<file path="src/rtl/irq_thr_pkg.sv">
package irq_thr_pkg;
  // cause bit positions decoded by the posting logic
  localparam int CAUSE_TXDW = 0;  // transmit descriptor written
  localparam int CAUSE_RXT  = 1;  // receive timer expired

  // why the throttle asks for a post in a given cycle
  typedef enum logic [1:0] {
    POST_NONE  = 2'd0,
    POST_NOW   = 2'd1,
    POST_DEFER = 2'd2
  } post_src_e;
endpackage

</file>
<file path="src/rtl/irq_tick_base.sv">
module irq_tick_base #(
  parameter int TICK_DIV = 13,
  parameter int TIME_W   = 17
) (
  input  logic              clk,
  input  logic              rst_n,
  output logic [TIME_W-1:0] now_o,
  output logic              tick_o
);
  localparam int PW = (TICK_DIV > 1) ? $clog2(TICK_DIV) : 1;
  localparam logic [PW-1:0] PLAST = PW'(TICK_DIV - 1);

  logic [PW-1:0]     presc_q, presc_d;
  logic [TIME_W-1:0] now_q, now_d;
  logic              tick;

  always_comb begin
    tick    = (presc_q == PLAST);
    presc_d = tick ? '0 : presc_q + 1'b1;
    now_d   = now_q;
    if (tick) now_d = now_q + 1'b1;
  end

  always_ff @(posedge clk or negedge rst_n) begin
    if (!rst_n) begin
      presc_q <= '0;
      now_q   <= '0;
    end else begin
      presc_q <= presc_d;
      if (tick) now_q <= now_d;
    end
  end

  assign now_o  = now_q;
  assign tick_o = tick;

  assert_tick_adv_R2: assert property (@(posedge clk) disable iff (!rst_n)
    tick |=> (now_q == TIME_W'($past(now_q) + 1'b1)));
  assert_tick_hold_R2: assert property (@(posedge clk) disable iff (!rst_n)
    !tick |=> $stable(now_q));
endmodule

</file>
<file path="src/rtl/irq_throttle.sv">
module irq_throttle
  import irq_thr_pkg::*;
#(
  parameter int TIME_W = 17,
  parameter int ITV_W  = 16
) (
  input  logic              clk,
  input  logic              rst_n,
  input  logic [TIME_W-1:0] now_i,
  input  logic [ITV_W-1:0]  itv_i,
  input  logic              evt_any_i,
  input  logic              urgent_i,
  input  logic              post_ok_i,
  input  logic              mask_kill_i,
  output logic              post_req_o
);
  logic [TIME_W-1:0] last_q, last_d;
  logic [TIME_W-1:0] dl_q, dl_d;
  logic              armed_q, armed_d;
  logic              aged_q, aged_d;
  logic [TIME_W-1:0] elapsed, to_target;
  logic              due, defer_due;
  post_src_e         src;

  always_comb begin
    elapsed   = now_i - last_q;
    to_target = now_i - dl_q;
    due       = (itv_i == '0) || aged_q || (elapsed >= TIME_W'(itv_i));
    defer_due = armed_q && !to_target[TIME_W-1];
    if (evt_any_i && (urgent_i || due)) src = POST_NOW;
    else if (defer_due)                 src = POST_DEFER;
    else                                src = POST_NONE;
    post_req_o = (src != POST_NONE);
  end

  always_comb begin
    armed_d = armed_q;
    dl_d    = dl_q;
    if (post_req_o || mask_kill_i) begin
      armed_d = 1'b0;
    end else if (evt_any_i && !armed_q) begin
      armed_d = 1'b1;
      dl_d    = last_q + TIME_W'(itv_i);
    end
    last_d = post_ok_i ? now_i : last_q;
    aged_d = aged_q;
    if (post_ok_i)               aged_d = 1'b0;
    else if (elapsed[TIME_W-1])  aged_d = 1'b1;
  end

  always_ff @(posedge clk or negedge rst_n) begin
    if (!rst_n) begin
      last_q  <= '0;
      dl_q    <= '0;
      armed_q <= 1'b0;
      aged_q  <= 1'b0;
    end else begin
      armed_q <= armed_d;
      aged_q  <= aged_d;
      if (post_ok_i) last_q <= last_d;
      if (!armed_q)  dl_q   <= dl_d;
    end
  end

  assert_defer_hold_R6: assert property (@(posedge clk) disable iff (!rst_n)
    (armed_q && !post_req_o && !mask_kill_i) |=> (armed_q && $stable(dl_q)));
  assert_post_disarms_R6: assert property (@(posedge clk) disable iff (!rst_n)
    post_req_o |=> !armed_q);
  assert_kill_disarms_R10: assert property (@(posedge clk) disable iff (!rst_n)
    mask_kill_i |=> !armed_q);
endmodule

</file>
<file path="src/rtl/irq_cause_reg.sv">
module irq_cause_reg
  import irq_thr_pkg::*;
#(
  parameter int N_CAUSE = 7
) (
  input  logic               clk,
  input  logic               rst_n,
  input  logic [N_CAUSE-1:0] evt_i,
  input  logic               rd_clr_i,
  input  logic               mask_we_i,
  input  logic [N_CAUSE-1:0] mask_wdata_i,
  input  logic               post_req_i,
  input  logic               rx_pend_i,
  input  logic               tx_pend_i,
  output logic [N_CAUSE:0]   cause_o,
  output logic               irq_o,
  output logic               rx_cancel_o,
  output logic               tx_cancel_o,
  output logic               post_ok_o,
  output logic               mask_kill_o
);
  logic [N_CAUSE:0]   cause_q, cause_d;
  logic [N_CAUSE-1:0] mask_q, mask_eff, base, raised, folded;
  logic               irq_q, irq_d;
  logic               rxc_q, rxc_d, txc_q, txc_d;
  logic               stat_base, live;

  always_comb begin
    base      = rd_clr_i ? '0 : cause_q[N_CAUSE-1:0];
    stat_base = rd_clr_i ? 1'b0 : cause_q[N_CAUSE];
    raised    = base | evt_i;
    mask_eff  = mask_we_i ? mask_wdata_i : mask_q;
    live      = |(raised & mask_eff);
    post_ok_o   = post_req_i && live;
    mask_kill_o = mask_we_i && !live;
    rxc_d = post_ok_o && rx_pend_i;
    txc_d = post_ok_o && tx_pend_i;
    folded = raised;
    if (rxc_d) folded[CAUSE_RXT]  = 1'b1;
    if (txc_d) folded[CAUSE_TXDW] = 1'b1;
    cause_d[N_CAUSE-1:0] = folded;
    if (post_ok_o)        cause_d[N_CAUSE] = 1'b1;
    else if (mask_kill_o) cause_d[N_CAUSE] = 1'b0;
    else                  cause_d[N_CAUSE] = stat_base;
    if (post_ok_o)                    irq_d = 1'b1;
    else if (mask_kill_o || rd_clr_i) irq_d = 1'b0;
    else                              irq_d = irq_q;
  end

  always_ff @(posedge clk or negedge rst_n) begin
    if (!rst_n) begin
      cause_q <= '0;
      mask_q  <= '0;
      irq_q   <= 1'b0;
      rxc_q   <= 1'b0;
      txc_q   <= 1'b0;
    end else begin
      cause_q <= cause_d;
      irq_q   <= irq_d;
      rxc_q   <= rxc_d;
      txc_q   <= txc_d;
      if (mask_we_i) mask_q <= mask_wdata_i;
    end
  end

  assign cause_o     = cause_q;
  assign irq_o       = irq_q;
  assign rx_cancel_o = rxc_q;
  assign tx_cancel_o = txc_q;

  assert_evt_sticks_R1: assert property (@(posedge clk) disable iff (!rst_n)
    1'b1 |=> ((cause_q[N_CAUSE-1:0] & $past(evt_i)) == $past(evt_i)));
  assert_rdclr_R11: assert property (@(posedge clk) disable iff (!rst_n)
    (rd_clr_i && (evt_i == '0) && !post_req_i) |=> ((cause_q == '0) && !irq_q));
  assert_post_status_R9: assert property (@(posedge clk) disable iff (!rst_n)
    (post_req_i && !mask_we_i && (|(evt_i & mask_q))) |=> (irq_q && cause_q[N_CAUSE]));
  assert_mask_zero_R10: assert property (@(posedge clk) disable iff (!rst_n)
    (mask_we_i && (mask_wdata_i == '0)) |=> (!irq_q && !cause_q[N_CAUSE]));
  assert_rx_cancel_R8: assert property (@(posedge clk) disable iff (!rst_n)
    rxc_q |-> (irq_q && cause_q[CAUSE_RXT]));
  assert_tx_cancel_R8: assert property (@(posedge clk) disable iff (!rst_n)
    txc_q |-> (irq_q && cause_q[CAUSE_TXDW]));
  assert_rise_status_R9: assert property (@(posedge clk) disable iff (!rst_n)
    $rose(irq_q) |-> cause_q[N_CAUSE]);
endmodule

</file>
<file path="src/rtl/irq_throttle_ctrl.sv">
module irq_throttle_ctrl #(
  parameter int N_CAUSE  = 7,
  parameter int TICK_DIV = 13,
  parameter int TIME_W   = 17,
  parameter int ITV_W    = 16
) (
  input  logic               clk,
  input  logic               rst_n,
  input  logic [N_CAUSE-1:0] evt_i,
  input  logic               urgent_i,
  input  logic               mask_we_i,
  input  logic [N_CAUSE-1:0] mask_wdata_i,
  input  logic [ITV_W-1:0]   itv_i,
  input  logic               rd_clr_i,
  input  logic               rx_tmr_pend_i,
  input  logic               tx_tmr_pend_i,
  output logic               rx_tmr_cancel_o,
  output logic               tx_tmr_cancel_o,
  output logic               irq_o,
  output logic [N_CAUSE:0]   cause_o
);
  logic [TIME_W-1:0] now;
  logic              tick;
  logic              post_req, post_ok, mask_kill;

  irq_tick_base #(.TICK_DIV(TICK_DIV), .TIME_W(TIME_W)) u_tick (
    .clk(clk), .rst_n(rst_n), .now_o(now), .tick_o(tick)
  );

  irq_throttle #(.TIME_W(TIME_W), .ITV_W(ITV_W)) u_thr (
    .clk(clk), .rst_n(rst_n), .now_i(now), .itv_i(itv_i),
    .evt_any_i(|evt_i), .urgent_i(urgent_i), .post_ok_i(post_ok),
    .mask_kill_i(mask_kill), .post_req_o(post_req)
  );

  irq_cause_reg #(.N_CAUSE(N_CAUSE)) u_cause (
    .clk(clk), .rst_n(rst_n), .evt_i(evt_i), .rd_clr_i(rd_clr_i),
    .mask_we_i(mask_we_i), .mask_wdata_i(mask_wdata_i),
    .post_req_i(post_req), .rx_pend_i(rx_tmr_pend_i), .tx_pend_i(tx_tmr_pend_i),
    .cause_o(cause_o), .irq_o(irq_o), .rx_cancel_o(rx_tmr_cancel_o),
    .tx_cancel_o(tx_tmr_cancel_o), .post_ok_o(post_ok), .mask_kill_o(mask_kill)
  );

  assert_urgent_R4: assert property (@(posedge clk) disable iff (!rst_n)
    (urgent_i && !mask_we_i && (|(evt_i & ~cause_o[N_CAUSE-1:0])) && post_ok) |=> irq_o);
  assert_no_rise_idle_R5: assert property (@(posedge clk) disable iff (!rst_n)
    (!post_req && !irq_o) |=> !irq_o);
  // the throttle never relies on the tick being idle longer than one clock
  assert_tick_pulse_R2: assert property (@(posedge clk) disable iff (!rst_n)
    (TICK_DIV > 1 && tick) |=> !tick);
endmodule

</file>
<file path="config.mk">
export PLATFORM = sky130hd
export DESIGN_NAME = irq_throttle_ctrl
export DESIGN_NICKNAME = d
export VERILOG_FILES = /design/src/rtl/irq_thr_pkg.sv /design/src/rtl/irq_tick_base.sv /design/src/rtl/irq_throttle.sv /design/src/rtl/irq_cause_reg.sv /design/src/rtl/irq_throttle_ctrl.sv
export SDC_FILE = /design/constraint.sdc
export NUM_CORES = 1
export LEC_CHECK = 0
export BUFFER_PORTS_ARGS = -buffer_cell sky130_fd_sc_hd__buf_2
export CAP_MARGIN = 20
export CORE_MARGIN = 8
export CORE_UTILIZATION = 30
export DETAILED_ROUTE_END_ITERATION = 10
export PLACE_DENSITY_LB_ADDON = 0.12
export SYNTH_ARGS = -nofsm -noshare
export SYNTH_HDL_FRONTEND = slang
export SYNTH_SLANG_ARGS = --single-unit
</file>
<file path="constraint.sdc">
create_clock -name clk -period 5.8 [get_ports clk]
set_input_delay 0.58 -clock clk [delete_from_list [all_inputs] [get_ports clk]]
set_output_delay 0.58 -clock clk [all_outputs]
set_load 0.02 [all_outputs]
</file>
-- Word level (Yosys, flattened, before mapping)
Index checks and enable logic that the tools add are counted.
- input bits: 37
- register bits: 75
- output and inout port bits: 11
- logic and storage cells: 63
- $lt $le $gt $ge: 1
- reductions and logical operators: 24
- bitwise operators: 4
- add/subtract/negate cells: 5
- muxes and demuxes: 16
- equal/unequal tests: 1
- operators by type and width (cell ; count):
    $sub A17 B17 Y17 ; 2
    $add A17 B1 Y17 const B ; 1
    $add A17 B16 Y17 ; 1
    $ge A17 B16 Y1 ; 1
    $logic_not A16 Y1 ; 1
    $mux W7 ; 2
    $reduce_or A7 Y1 ; 2
    $mux W1 ; 11
    $reduce_bool A2 Y1 ; 4
    $and A7 B7 Y7 ; 1
    $logic_and A1 B1 Y1 ; 7
    $or A7 B7 Y7 ; 1
    $logic_or A1 B1 Y1 ; 5
    $add A4 B1 Y4 const B ; 1
    $eq A4 B4 Y1 const B ; 1
    $mux W2 ; 2
    $mux W4 ; 1
    $logic_not A1 Y1 ; 3
    $reduce_and A3 Y1 ; 1
    $reduce_bool A3 Y1 ; 1
    $not A1 Y1 ; 2

-- Logic depth before layout (Yosys ltp)
- word-level depth: 10
- gate-level depth with buffers: 22
- depth with buffers taken out: 20

-- Cells and area by module
Synthesis repeated with hierarchy kept, for this count alone.
- cell total of the unflattened synthesis: 567
- area total of the unflattened synthesis: 5335.1 sq um
- by module, submodules not included (module ; area an instance (sq um) ; times used ; cells an instance ; sequential area each (sq um)):
    irq_throttle ; 3661.0 ; 1 ; 426 ; 900.9
    irq_tick_base ; 912.1 ; 1 ; 78 ; 525.5
    irq_cause_reg ; 747.0 ; 1 ; 60 ; 450.4
    irq_throttle_ctrl ; 15.0 ; 1 ; 3 ; 0.0

-- Least setup slack after synthesis
No wires, ideal clock.
- path type: reg-to-reg
- from: register u_tick.now_q[0], in the netlist u_tick.now_o[0]
- to: register u_thr.dl_q[0]
- path buffers: 0
- arrival time: 4132 ps
- period minus slack after synthesis: 4257 ps
- setup slack: 1543 ps
- stages on the path, launching flop included: 21
- cells stage by stage: dfrtp_1 -> inv_1 -> ha_1 -> fa_1 -> nor2b_1 -> o31a_2 -> o211ai_2 -> a31oi_2 -> o21ai_0 -> nand2b_1 -> a31oi_1 -> xnor2_1 -> ha_1 -> a21o_1 -> nand2_1 -> nand3_1 -> a211oi_1 -> a21oi_1 -> or4_4 -> a21oi_4 -> mux2_2
- word-level cells in the longest chain between the ends: 10
- elaborated cells between the ends (all ways): 14
- those cells by class: add/sub (2); order compare (1); mux (2); bitwise (1); reduce/logical (8)
- ends and longest elaborated chain (what ; RTL line ; source):
    from (decl) ; irq_tick_base.sv:14 ; logic [TIME_W-1:0] now_q, now_d;
    from (signal assigned) ; irq_tick_base.sv:30 ; if (tick) now_q <= now_d;
    $sub A17 B17 Y17 ; irq_throttle.sv:26 ; elapsed = now_i - last_q;
    $ge A17 B16 Y1 ; irq_throttle.sv:28 ; due = (itv_i == '0) || aged_q || (elapsed >= TIME_W'(itv_i));
    $logic_or A1 B1 Y1 ; irq_throttle.sv:28 ;
    $logic_or A1 B1 Y1 ; irq_throttle.sv:30 ; if (evt_any_i && (urgent_i || due)) src = POST_NOW;
    $logic_and A1 B1 Y1 ; irq_throttle.sv:30 ;
    $mux W2 (*) ; irq_throttle.sv:30 ;
    $reduce_bool A2 Y1 (*) ; irq_throttle.sv:33 ; post_req_o = (src != POST_NONE);
    $logic_or A1 B1 Y1 (*) ; irq_throttle.sv:39 ; if (post_req_o || mask_kill_i) begin
    $not A1 Y1 (no source line) (*) ; n/a ;
    $reduce_and A3 Y1 (no source line) (*) ; n/a ;
    to (signal assigned) ; irq_throttle.sv:61 ; if (!armed_q) dl_q <= dl_d;
    to (decl) ; irq_throttle.sv:18 ; logic [TIME_W-1:0] dl_q, dl_d;
Mark *: on every way between the ends. The rest lies on a longest branch, timed or not.
A chain may end at the register's enable or synchronous reset.

-- Worst setup path in the final report
- from: register u_tick.now_q[0], in the netlist u_tick.now_o[0]
- to: register u_thr.dl_q[11]
Same word-level chain as after synthesis.

==> results_dict.tcl <==
set metrics [dict create \
    num_antenna_cells 0 \
    hp-class "in2async" \
    htreeDepth 3 \
    root_buffer "clkbuf_16" \
    cts_buffers 9 \
    synth.distinct_cells 58 \
    gp_congestion 0.7912 \
    vdd_drop_max_v 0.0001605 \
    io_buffers 47 \
    viasPerCell 5.281 \
    slew_headroom_pct 37.66 \
    arrival_ns 5.43 \
    hold_viol 0 \
    synthTopCellsByCount "74 x dfrtp_1, 67 x inv_1, 66 x ha_1" \
    yosys-top-cells-area "dfrtp_1 31%, ha_1 14%, inv_1 4.3%, xnor2_1 3.6%, a2111oi_0 3.0%" \
    yosysWarnings 0 \
    ys_seq_elements 74 \
    synth_edf_count 0 \
    cts_buffer_depth 2 \
    synth_cells 653 \
    final_cells 963 \
    finalWorstSetupSlack_ns 0.6319 \
    tns_ns 0 \
    syn_avg_cell_area_um2 9.048 \
    ys.flop_type "dfrtp_1" \
    status "completed" \
    routedWlPerCell_um 17.72 \
    rsz0062_at_grt "no" \
    die_area_um2 24440 \
    die-height_um 156.3 \
    area_growth_pct 14.49 \
    rows 51 \
    setup-violations-final 0 \
    max_freq_ghz 0.1935 \
    final_max_slew_viol_count 0 \
    die_w_um 156.3 \
    leakage_nw 3.223 \
    period_needed_ns 5.168 \
    clkTransAtPathRegs_ns 0.07 \
    synth_top_cell_by_area "dfrtp_1" \
    drc 0 \
    antenna_left 0 \
    grt_first_pass_wirelength_mm 27.66 \
    grt_pass1_vias 5235 \
    drive_gt1_share_pct 13.90 \
    io_pins 48 \
    postCtsSetupBuffers 0 \
    cts_hold_buf 0 \
    crit_type "reg2reg" \
    place_inst 944 \
    core-area_um2 19400 \
    yosysMostFrequentCell "dfrtp_1" \
    synth_nets 758 \
    track_usage_pct 14.43 \
    grt_overflow 0 \
    worstPathRequired_ns 6.06 \
    synth_top_cell_area_share_pct 31.34 \
    synth-async-reset-ratio_pct 100.0 \
    start_kind "flop" \
    pre_cts_ws_ns 0.6391 \
    start_util_pct 30.46 \
    layout.nets 798 \
    clk_latency_ns 0.35 \
    min_period_over_period_pct 89.10 \
    cts.repair.resized 0 \
    cts_tree "done" \
    via_count 5086 \
    path_max_fanout 20 \
    maxCapViolCount 0 \
    tightest_slew_ns 0.9116 \
    grt_max_degree 75 \
    synth-seq-area-share_pct 31.34 \
    skew_ns 0.01188 \
    netlist_area_um2 5908 \
    drt_pass1_iterations 4 \
    crit_path_end_kind "flop" \
    place_hpwl_mm 12.95 \
    drtIter0Drc 263 \
    antenna_found_initial 0 \
    routed_wirelength_mm 17.06 \
    power.density_nw_per_um2 262.7 \
    clock-sinks 74 \
]
## stage by stage
step	total power, mW	hold slack, ns	area [um^2]	utilization [%]
5_1_grt	1.894	0.2017	6764	34.87
2_1_floorplan	1.060	0.2844	5908	-
3_3_place_gp	1.217	0.4505	6390	32.94
6_report	1.777	0.1804	6764	34.87
4_1_cts	1.805	0.4306	6681	34.44
3_5_place_dp	1.220	0.4609	6390	32.94
## logic make-up after synthesis
family                     share of synthesized area [%]
and+or+nand+nor                                    14.76
muxes                                              4.447
DFF                                                31.34
AOI/OAI and AO/OA                                  21.64
adders and majority gates                          14.65
xor gates and xnor gates                           6.523
buffers and inverters                              6.628
## flip-flops by register name, summed over array words and instances (netlist names)
signal               count
u_cause.cause_o          7
u_cause.irq_o            1
u_cause.mask_q           7
u_cause.rx_cancel_o      1
u_cause.tx_cancel_o      1
u_thr.aged_q             1
u_thr.armed_q            1
u_thr.dl_q              17
u_thr.last_q            17
u_tick.now_o            17
u_tick.presc_q           4
## placed cells by master (no fill, tap or decap), types with 15 or more instances in the layout
cell	count
a311oi_1	17
dfrtp_1	74
a2111oi_0	20
xor2_1	20
o21ai_0	26
mux2i_1	15
buf_2	46
nand2_1	28
a21o_1	20
and3_1	18
a21oi_1	29
nor2_1	45
xnor2_1	24
o311ai_0	16
inv_1	67
ha_1	66
nand3_1	33
## layer usage
| metal | vias up | GRT usage [%] | wire, um | share of wire [%] |
|---|---|---|---|---|
| li1 | 2481 | - | - | - |
| met1 | 2460 | 19.66 | 8448 | 50 |
| met2 | 133 | 22.97 | 7691 | 45 |
| met3 | 12 | 2.758 | 749 | 4.4 |
| met4 | 0 | 3.661 | 171 | 1.0 |
| met5 | - | 0 | 0 | 0 |
## worst max-delay path: stages, from the launching register on
cell and delay, ns:
dfrtp_1 0.40, inv_1 0.13, ha_1 0.25, fa_1 0.41, nor2b_1 0.16, o31a_2 0.18
o211ai_2 0.12, a31oi_2 0.24, o21ai_0 0.10, nand2b_1 0.11, a31oi_1 0.11, xnor2_1 0.14
ha_1 0.29, a21o_1 0.16, nand2_1 0.06, nand3_1 0.10, a211oi_1 0.22, a21oi_1 0.16
or4_4 0.71, a21oi_4 0.58, buf_4 0.26, mux2i_1 0.18
## final timing paths
check	startpoint	to	slack (ns)	cells past startpoint
setup reg to reg	u_tick.now_o[0]	u_thr.dl_q[11]	0.63	21
setup / recovery	u_tick.now_o[0]	u_thr.dl_q[11]	0.63	21
hold reg to reg	u_tick.presc_q[3]	u_tick.presc_q[3]	0.47	1
hold / removal	rst_n	u_cause.cause_o[4]	0.18	1
min in group clk	evt_i[6]	u_cause.cause_o[6]	0.45	2
max in group asynchronous	rst_n	u_thr.dl_q[12]	5.01	2
## layout make-up
cell class                      instances  area, um^2
Tap cell                              265       331.6
Sequential cell                        74        1852
Fill cell                            2062       12630
Timing Repair Buffer                   57       372.9
Clock buffer                            9       225.2
Multi-Input combinational cell        484        3665
Inverter                               67       251.5
Clock inverter                          7       66.31
## report_power, final
group          switching [mW]  internal (mW)  total (mW)
clock network           0.266          0.303       0.569
registers              0.0370          0.598       0.635
logic                   0.338          0.234       0.572
Power figures use the tool's default switching activity.
